## config.mk

```make
export PLATFORM = sky130hd
export DESIGN_NAME = cache_mode_regs
export DESIGN_NICKNAME = d
export VERILOG_FILES = /design/src/rtl/ccr_pkg.sv /design/src/rtl/ccr_freeze.sv /design/src/rtl/ccr_read_port.sv /design/src/rtl/cache_mode_regs.sv
export SDC_FILE = /design/constraint.sdc
export NUM_CORES = 1
export LEC_CHECK = 0
export BUFFER_PORTS_ARGS = -buffer_cell sky130_fd_sc_hd__buf_2
export CORE_MARGIN = 2
export CORE_UTILIZATION = 45
export DETAILED_ROUTE_END_ITERATION = 7
export PLACE_DENSITY = 0.79
export SYNTH_ARGS = -nofsm -noshare
export SYNTH_HDL_FRONTEND = slang
export SYNTH_SLANG_ARGS = --single-unit
```

## constraint.sdc

```tcl
create_clock -name clk -period 1.3 [get_ports clk]
set_clock_uncertainty 0.2 [all_clocks]
set_input_delay 0.065 -clock clk [delete_from_list [all_inputs] [get_ports clk]]
set_output_delay 0.065 -clock clk [all_outputs]
set_load 0.02 [all_outputs]
```

## src/rtl/ccr_pkg.sv

```systemverilog
package ccr_pkg;

    localparam int WORD_W = 32;

    // access size codes
    localparam logic [1:0] SZ_WORD = 2'b10;

    // register offsets (byte addresses)
    localparam int OFS_CTL  = 'h0;
    localparam int OFS_ICFG = 'h8;
    localparam int OFS_DCFG = 'hC;

    // fixed configuration words
    localparam logic [WORD_W-1:0] ICFG_WORD = 32'h1022_0000;
    localparam logic [WORD_W-1:0] DCFG_WORD = 32'h1822_0000;

    // control word layout
    localparam int N_CACHE   = 2;     // 0 = instruction, 1 = data
    localparam int MODE_W    = 2;
    localparam int FRZ_BASE  = 4;     // freeze enable for cache g at FRZ_BASE+g
    localparam int SNOOP_BIT = 23;

    // positions that a write never stores
    localparam logic [WORD_W-1:0] WR_DROP_MASK =
        (32'h1 << 14) | (32'h1 << 15) | (32'h1 << 16) |
        (32'h1 << 21) | (32'h1 << 22);

    typedef enum logic [MODE_W-1:0] {
        MODE_OFF    = 2'b00,
        MODE_FROZEN = 2'b01,
        MODE_ON     = 2'b11
    } cache_mode_e;

    typedef struct packed {
        logic [WORD_W-1:0] ctl;
    } ccr_state_t;

endpackage

```

## src/rtl/ccr_freeze.sv

```systemverilog
module ccr_freeze
    import ccr_pkg::*;
(
    input  logic [MODE_W-1:0] mode_in,
    input  logic              frz_en,
    input  logic              ack,
    output logic [MODE_W-1:0] mode_out
);

    always_comb begin
        mode_out = mode_in;
        if (ack && frz_en && (mode_in == MODE_W'(MODE_ON))) begin
            mode_out = MODE_W'(MODE_FROZEN);
        end
    end

endmodule

```

## src/rtl/ccr_read_port.sv

```systemverilog
module ccr_read_port
    import ccr_pkg::*;
#(
    parameter int ADDR_W = 8
) (
    input  logic [ADDR_W-1:0] addr,
    input  logic              full,
    input  logic [WORD_W-1:0] ctl,
    output logic [WORD_W-1:0] rdata
);

    localparam logic [ADDR_W-1:0] A_CTL  = ADDR_W'(OFS_CTL);
    localparam logic [ADDR_W-1:0] A_ICFG = ADDR_W'(OFS_ICFG);
    localparam logic [ADDR_W-1:0] A_DCFG = ADDR_W'(OFS_DCFG);

    always_comb begin
        rdata = '0;
        if (full) begin
            unique case (addr)
                A_CTL:   rdata = ctl;
                A_ICFG:  rdata = ICFG_WORD;
                A_DCFG:  rdata = DCFG_WORD;
                default: rdata = '0;
            endcase
        end
    end

endmodule

```

## src/rtl/cache_mode_regs.sv

```systemverilog
module cache_mode_regs
    import ccr_pkg::*;
#(
    parameter int ADDR_W = 8
) (
    input  logic              clk,
    input  logic              rst,
    input  logic [ADDR_W-1:0] addr,
    input  logic [1:0]        acc_size,
    input  logic              wr_en,
    input  logic [31:0]       wdata,
    input  logic              irq_ack,
    output logic [31:0]       rdata
);

    localparam logic [ADDR_W-1:0] A_CTL = ADDR_W'(OFS_CTL);

    ccr_state_t state_d, state_q;

    logic              full;
    logic              wr_ctl;
    logic [WORD_W-1:0] staged;
    logic [MODE_W-1:0] mode_new [N_CACHE];

    assign full   = (acc_size == SZ_WORD);
    assign wr_ctl = wr_en && full && (addr == A_CTL);
    assign staged = wr_ctl ? (wdata & ~WR_DROP_MASK) : state_q.ctl;

    for (genvar g = 0; g < N_CACHE; g++) begin : g_cache
        ccr_freeze u_frz (
            .mode_in  (staged[g*MODE_W +: MODE_W]),
            .frz_en   (staged[FRZ_BASE + g]),
            .ack      (irq_ack),
            .mode_out (mode_new[g])
        );
    end

    always_comb begin
        state_d.ctl = staged;
        for (int g = 0; g < N_CACHE; g++) begin
            state_d.ctl[g*MODE_W +: MODE_W] = mode_new[g];
        end
    end

    always_ff @(posedge clk) begin
        if (rst) begin
            state_q <= '0;
        end else begin
            state_q <= state_d;
        end
    end

    ccr_read_port #(.ADDR_W(ADDR_W)) u_rd (
        .addr  (addr),
        .full  (full),
        .ctl   (state_q.ctl),
        .rdata (rdata)
    );

    // assertions
    assert_rst_clear_R1: assert property (@(posedge clk)
        rst |=> state_q.ctl == '0);

    assert_read_mask_R2: assert property (@(posedge clk) disable iff (rst)
        (full && addr == A_CTL) |-> (rdata & WR_DROP_MASK) == '0);

    assert_icfg_R3: assert property (@(posedge clk) disable iff (rst)
        (full && addr == ADDR_W'(OFS_ICFG)) |-> rdata == ICFG_WORD);

    assert_dcfg_R3: assert property (@(posedge clk) disable iff (rst)
        (full && addr == ADDR_W'(OFS_DCFG)) |-> rdata == DCFG_WORD);

    assert_narrow_read_R4: assert property (@(posedge clk) disable iff (rst)
        !full |-> rdata == '0);

    assert_narrow_write_R4: assert property (@(posedge clk) disable iff (rst)
        (wr_en && !full && !irq_ack) |=> $stable(state_q.ctl));

    assert_other_write_R5: assert property (@(posedge clk) disable iff (rst)
        (wr_en && addr != A_CTL && !irq_ack) |=> $stable(state_q.ctl));

    assert_ifreeze_R6: assert property (@(posedge clk) disable iff (rst)
        (irq_ack && !wr_ctl && state_q.ctl[FRZ_BASE] && state_q.ctl[1:0] == 2'b11)
        |=> state_q.ctl[1:0] == 2'b01);

    assert_dfreeze_R7: assert property (@(posedge clk) disable iff (rst)
        (irq_ack && !wr_ctl && state_q.ctl[FRZ_BASE+1] && state_q.ctl[3:2] == 2'b11)
        |=> state_q.ctl[3:2] == 2'b01);

    assert_hold_R8: assert property (@(posedge clk) disable iff (rst)
        (irq_ack && !wr_ctl && state_q.ctl[1:0] != 2'b11 && state_q.ctl[3:2] != 2'b11)
        |=> $stable(state_q.ctl));

    assert_wr_ack_R9: assert property (@(posedge clk) disable iff (rst)
        (irq_ack && wr_ctl && wdata[FRZ_BASE] && wdata[1:0] == 2'b11)
        |=> state_q.ctl[1:0] == 2'b01);

endmodule

```

# Word-level counts from Yosys, hierarchy flattened
# Index checks and enable logic that the tools add are counted.
# totals
regBits,27
latch_bits,0
ramBits,0
romBits,0
inputBits,46
out_inout_bits,32
word_cells,23
mem_count,0
# classes
n_addsub,0
n_mul,0
div_mod_pow,0
order_cmp,0
eq_ne,5
shift,0
mux,5
bitwise,0
reduce_logical,9
# op_table
cell,n
$pmux 32 s3,1
$mux 32,1
$eq 8x4->1 const B,2
$logic_not 8->1,1
$eq 2x2->1 const B,3
$logic_and 1x1->1,6
$mux 6,1
$reduce_or 2->1,2
$mux 1,2

# Depth between registers and ports, before layout
# Gate-level depths: netlist (run 1).
# logic_depth
word_depth,7
mapped_depth,5
depth_no_buf,3

# Cells and area by module
# Synthesis (run 1) repeated with hierarchy kept, for this count alone.
# hier_totals
cells_unflattened,207
area_unflattened_um2,1915.6
# modules_own_cells
mod,instances,cells_per_inst,area_each_um2,seq_area_each_um2
cache_mode_regs,1,121,1261.2,540.5
ccr_read_port,1,80,626.9,0.0
ccr_freeze,2,3,13.8,0.0

# Worst setup path before layout (run 1)
# Ideal clock, no wire load.
# synth_path
kind,input to output
start,input acc_size[0]
end,output rdata[27]
arrival_time_ns,1.302
required_time_ns,1.035
path_slack_ns,-0.267
path_stages,2
n_path_buf,0
path_cell_list,or4b_2 > a211oi_1
# synth_via
elab_chain_len,2
# synth_rtl
element,line,source
from (decl),cache_mode_regs.sv:9,"input logic [1:0] acc_size,"
$eq 2x2->1,cache_mode_regs.sv:25,assign full = (acc_size == SZ_WORD);
$mux 32,ccr_read_port.sv:18,if (full) begin
to (decl),cache_mode_regs.sv:13,output logic [31:0] rdata
# No other way between the ends.

# Final worst setup path (run 1)
# layout_path
start,input addr[4]
end,output rdata[1]
# layout_via
elab_chain_len,3
word_cells_on_any_way,5
classes_between,eq/ne (2); mux (2); reduce/logical (1)
# layout_rtl
element,line,source
from (decl),cache_mode_regs.sv:8,"input logic [ADDR_W-1:0] addr,"
$eq 8x4->1 or $logic_not 8->1 (tied branches),ccr_read_port.sv:19,unique case (addr)
$pmux 32 s3 *,ccr_read_port.sv:19,
$mux 32 *,ccr_read_port.sv:18,
# Every way passes the cells marked *; elsewhere a longest branch is shown, timed or not.

==> out/results.txt, run 1 <==
Async SR Flop Fraction: 0%
CTS tree: yes
Final Hold Vio Count: 0
Fmax: 713 MHz
Worst-Skew Late Latency: 0.32 ns
EDFF count, synth: 0
Violated checks: negative setup slack
Antenna diode count: 0
Row cnt: 21
Unique masters post-synth: 24
Min-Delay Path Class: in2reg
Htree depth: 1
Worst R2R Start: state_q[5]
Comb pwr share: 18.1%
M1 GR Usage: 21.7%
Critical path's slowest cell: nor4_4
Max reg flops: 27
Final setup viols: 27
R2R setup slack: 0.37 ns
Die ar.: 3960 µm²
Number of port buffers: 68
Final WS setup: -0.102 ns
CP max stage delay: 0.28 ns
CP cell instances: buf_8 > nor4_4 > and3_4 > buf_12 > and2_1 > buf_6
Gpl congestion: 0.671
Finished Layout Cells: 314
WP data arrival: 1.14 ns
Vias in the first global route: 1531
Regs by FF count: state_q x27
Clock power share: 24.4%
Crit path buf inv count: 3
Post-synthesis sequential area ratio: 34.6%
First-pass DRT Iterations: 4
Clk buf depth: 2
Switch Pwr: 333 µW
Tmin final: 1.40 ns
Worst Path Max Fanout: 16
First-pass GRT wire length: 6790 µm
Post-route ant nets: 0
GRT met2 Usage: 44.4%
Fin crit share: 108%
Required time worst endpoint: 1.03 ns
Final core utilization: 77.5%
Max-Cap Viols: 0
Largest net degree at the start of global routing: 55
Routed WL: 4080 µm
Levels on crit path: 6
Num ports: 78
Gr busiest metal: met2
Net Sw Frac: 23.1%
Placed cells: 278
Pre-CTS setup slack: -0.177 ns
CTS Buf Count: 3
Top_reg_cell synth: dfxtp_1
Internal: 1.11 mW
Total power: 1.44 mW
Cell leakage power: 1.28 nW
Hold WS: 0.128 ns
Startpoint Class: input pin
Post-synthesis sequential element count: 27
Worst r2r path cells: 3
Routed WL per cell: 13.0 µm
Area Growth Syn to Fin: 65.5%
Synthesis warning total: 0
Footprint of the multi-input gates: 1020 µm²
Remaining global-route overflow: 0
Post-route DRC: 0
Pwr Density: 558 nW/µm²
Fraction of layout cells with a size suffix above 1: 42.5%
Clk slew on worst S/H paths: 0.13 ns
Flop pwr share: 57.4%
Fillers: 225
Largest reg by FF count: state_q
Met3 GRT Util: 3.96%
Core region area: 3340 µm²
Via/cell ratio: 4.69
Top delay family on crit path: simple AND/OR/NAND/NOR gates
# clock sinks: 27
Final HPWL DP: 2240 µm
DRT iter0 DRCs: 48
Slew headroom: 57.8%
Die width: 62.9 µm
GRT Total Usage: 21.6%
Worst-margin pin slew: 0.633 ns
Root Buffer Master: clkbuf_4
Max VDD drop: 0.618 mV
Critical setup path kind: in2out
RR Endpoint: state_q[3]
Routed via count: 1474
CP endpoint: rdata[1]
Initial antenna violation count: 0
CP startpoint: addr[4]
Syn Area/Cell: 9.35 µm²
Starting Density: 46.8%
Outcome: finished with violations
Syn Inst Count: 167
Max Slew Vio Count: 0
Fin nets: 315
Register area: 544 µm²
Die Y-Extent: 62.9 µm
Nature of the critical path endpoint: output pin
RSZ-0062 raised after global routing: true
Mapped cell area: 1560 µm²
-- how the worst min path moves through the flow --
stage                     startpoint          end  depth (start not counted)
after floorplan             wdata[2]   state_q[2]                          2
after global placement     wdata[12]  state_q[12]                          3
after detailed placement    wdata[9]   state_q[9]                          3
after CTS                      wr_en   state_q[2]                          4
after global routing           wr_en  state_q[27]                          4
final                          wr_en  state_q[28]                          4
-- stage by stage --
step / cell area (µm²) / TNS [ns]
4_1_cts: 2530 / -1.78
3_5_place_dp: 1980 / -7.78
3_3_place_gp: 1980 / -6.78
2_1_floorplan: 1620 / 0
5_1_grt: 2580 / -3.30
6_report: 2580 / -1.62
-- worst register-to-register path: stages (launching register included) --
cell and delay, ns:
dfxtp_1 0.39, nand3_1 0.08, nand3b_1 0.10, mux2i_1 0.07
-- power groups by stage --
stage	Clock (mW)	Combinational, mW	Sequential [mW]
floorplan	0	0.0954	0.846
global placement	0	0.174	0.846
detailed placement	0	0.176	0.846
CTS	0.368	0.253	0.828
global route	0.406	0.283	0.828
finish	0.352	0.261	0.828
-- logic make-up after synthesis --
family                 after synthesis  synth area share (%)
AO/OA/AOI/OAI                        3                  1.12
buffers and inverters               15                  7.29
flip-flops                          27                  34.6
multiplexers                        27                  17.3
other                                1                 0.240
AND/OR/NAND/NOR                     94                  39.4
-- cell type report --
| class | count | share of cell area, % |
|---|---|---|
| multi-input cells | 128 | 39.4 |
| inverters | 1 | 0.145 |
| clock buffers | 4 | 1.02 |
| repair buffers | 108 | 36.2 |
| well taps | 46 | 2.23 |
| flip-flops and latches | 27 | 21.1 |
-- per-layer routing --
metal / wire (µm) / part of all wire [%]
met3: 192 / 4.7
met1: 1460 / 36
met4: 74 / 1.8
met5: 0 / 0
met2: 2350 / 58
-- cell usage after synthesis (2+ instances only) --
| cell | instances | area (µm²) |
|---|---|---|
| clkbuf_2 | 2 | 10.0 |
| nor3_1 | 2 | 10.0 |
| and2_1 | 24 | 150 |
| buf_12 | 2 | 40.0 |
| and3_1 | 2 | 12.5 |
| nand3b_1 | 4 | 30.0 |
| nand2_1 | 2 | 7.51 |
| a21oi_1 | 2 | 10.0 |
| buf_4 | 4 | 30.0 |
| dfxtp_1 | 27 | 541 |
| mux2i_1 | 27 | 270 |
| nand3_1 | 4 | 20.0 |
| nand2b_1 | 50 | 313 |
| clkbuf_1 | 5 | 18.8 |
-- timing repair --
item	4_1_cts	5_1_grt
setup endpoints to repair	27	28
setup buffers	2	2
resized for setup	76	14
hold buffers	28	0
endpoints found under the hold margin	27	0
pin swaps	15	9
-- placed cells by master (no fill, tap or decap) --
cell           netlist  final
a211oi_4             0      1
a21oi_2              0      2
and2_1              24      7
and2_4               0     17
and3_1               2      1
and3_4               0      1
buf_12               2      1
buf_2                0     36
buf_4                4     10
buf_6                1     31
buf_8                0      2
clkbuf_1             5      1
clkbuf_4             0      3
conb_1               1      4
dfxtp_1             27     24
dfxtp_2              0      3
dlygate4sd3_1        0     28
inv_1                1      1
mux2i_1             27     27
nand2_1              2      1
nand2_2              0      1
nand2b_1            50     50
nand3_1              4      4
nand3b_1             4      4
nand4_1              1      1
nor2_1               1      1
nor3_4               0      2
nor4_4               1      1
nor4b_4              1      1
or4_4                0      1
or4b_4               0      1
(Power assumes the default switching activity.)
==> run 2, diff against run 1 <==
--- a/config.mk
+++ b/config.mk
@@ -7,4 +7,5 @@
 export LEC_CHECK = 0
 export BUFFER_PORTS_ARGS = -buffer_cell sky130_fd_sc_hd__buf_2
+export CORE_ASPECT_RATIO = 1.75
 export CORE_MARGIN = 2
 export CORE_UTILIZATION = 45
==> constraint.sdc (replaced) <==
create_clock -name clk -period 1.3 [get_ports clk]
set_clock_uncertainty 0.2 [all_clocks]
set_input_delay 0.13 -clock clk [delete_from_list [all_inputs] [get_ports clk]]
set_output_delay 0.13 -clock clk [all_outputs]
set_load 0.02 [all_outputs]
==> run 2 against run 1 <==
Effect of this change:
- the run still ends with negative setup slack left
- sequential power about the same
- combinational power about the same
- die area increased by 0.47%
- critical endpoint is now rdata[27]
- largest cell class unchanged
- largest power group unchanged
- highest routed layer unchanged
==> out/results.txt, run 2 (synthesis gave the netlist of run 1 again) <==
# clock sinks: 27
Commonest non-fill, non-tap cell in the layout: nand2b_1
Critical path's slowest cell: or4b_4
Critical setup path kind: in2out
Regs by FF count: state_q x27
Number of port buffers: 68
Largest reg by FF count: state_q
Max VDD drop: 0.834 mV
Register area: 541 µm²
Remaining global-route overflow: 0
Final WS setup: -0.228 ns
Final Hold Vio Count: 0
Post-route ant nets: 0
Pwr Density: 602 nW/µm²
Vias in the first global route: 1535
Footprint of the multi-input gates: 1060 µm²
Post-route DRC: 0
Nature of the critical path endpoint: output pin
CP max stage delay: 0.59 ns
Area Growth Syn to Fin: 65.4%
Violated checks: negative setup slack
First-pass GRT wire length: 7340 µm
CP cell instances: buf_8 > or4b_4 > a211oi_4 > buf_6
Max-Cap Viols: 0
Cell leakage power: 1.28 nW
Antenna diode count: 0
Commonest non-fill, non-tap cells in the layout: nand2b_1 (50), buf_2 (36), buf_6 (29)
Final design area excluding fillers: 2580 µm²
Routed WL per cell: 14.6 µm
Min-Delay Path Class: in2reg
Clk buf depth: 2
Worst Path Max Fanout: 3
DRT iter0 DRCs: 22
Routed WL: 4530 µm
Core region area: 3360 µm²
Crit path buf inv count: 2
Htree depth: 1
Worst-margin pin slew: 0.654 ns
Row cnt: 28
Clk slew on worst S/H paths: 0.09 ns
Fin nets: 312
Placed cell areas: 1990 µm²
Via/cell ratio: 4.85
Num ports: 78
Top delay family on crit path: simple AND/OR/NAND/NOR gates
RSZ-0062 raised after global routing: true
Total power: 1.55 mW
Outcome: finished with violations
Largest net degree at the start of global routing: 55
Setup TNS: -5.60 ns
Initial antenna violation count: 0
GRT Total Usage: 24.0%
Die ar.: 3980 µm²
Die width: 48.5 µm
Required time worst endpoint: 0.97 ns
Fmax: 654 MHz
Slew headroom: 56.4%
Final setup viols: 28
Root Buffer Master: clkbuf_8
CTS tree: yes
Fraction of layout cells with a size suffix above 1: 43.0%
Fin crit share: 118%
Routed via count: 1502
Max Slew Vio Count: 0
WP data arrival: 1.20 ns
Starting Density: 46.4%
Fillers: 247
Worst-Skew Late Latency: 0.27 ns
Die Y-Extent: 81.9 µm
Tmin final: 1.53 ns
Final HPWL DP: 2360 µm
First-pass DRT Iterations: 4
Startpoint Class: input pin
CTS Buf Count: 3
Max reg flops: 27
Gpl congestion: 0.733
## run 2: changes by cell type in the layout (fill, tap and decap cells not counted), sizes merged
cell	delta
buf	-5
and3	+3
dlygate4sd3	-1
## run 2: where the power goes
| part | switching (mW) | internal, mW | total [mW] |
|---|---|---|---|
| Sequential | 0.000180 | 0.826 | 0.827 |
| Combinational | 0.104 | 0.160 | 0.264 |
| Clock | 0.245 | 0.219 | 0.465 |
| Total | 0.349 | 1.21 | 1.55 |
## run 2: metal layers
| layer | vias to the layer above | global-route usage (%) | wire (µm) |
|---|---|---|---|
| li1 | 741 | - | - |
| met1 | 705 | 24.6 | 1700 |
| met2 | 50 | 49.6 | 2600 |
| met3 | 6 | 2.73 | 158 |
| met4 | 0 | 8.29 | 73 |
| met5 | - | 0 | 0 |
## run 2: worst register-to-register path, delay by kind of cell, from the launching register on
kind	cells	cell delay, ns
multiplexers	1	0.06
AND/OR/NAND/NOR	2	0.17
flip-flops	1	0.38
## run 2: path summary, 6_finish.rpt
path,cells after the start,end,slack (ns),start
setup / recovery,4,rdata[27],-0.23,addr[1]
hold / removal,4,state_q[1],0.03,irq_ack
setup reg to reg,3,state_q[1],0.38,state_q[4]
hold reg to reg,2,state_q[20],0.28,state_q[20]
## run 2: cell type report
type                            count  share of cell area (%)
Tap cell                           45                    2.18
Inverter                            1                   0.145
Clock buffer                        4                    1.74
Sequential cell                    27                    20.9
Multi-Input combinational cell    131                    41.1
Timing Repair Buffer              102                    33.9
## run 2: timing repair
item	CTS	global route
buffers inserted	2	0
gates resized for setup	70	5
endpoints found under the hold margin	27	0
pin swaps	34	13
setup endpoints to repair	27	28
hold buffers	27	0
cloned	3	0
## run 2: per-stage QoR
| step | hold slack [ns] | util (%) | instances | setup WS (ns) |
|---|---|---|---|---|
| floorplan | 0.0820 | - | 170 | -0.0737 |
| global placement | 0.190 | 59.3 | 274 | -0.371 |
| detailed placement | 0.196 | 59.3 | 274 | -0.375 |
| CTS | 0.0268 | 76.3 | 310 | -0.232 |
| global route | 0.0788 | 76.8 | 310 | -0.263 |
| finish | 0.0345 | 76.8 | 310 | -0.228 |
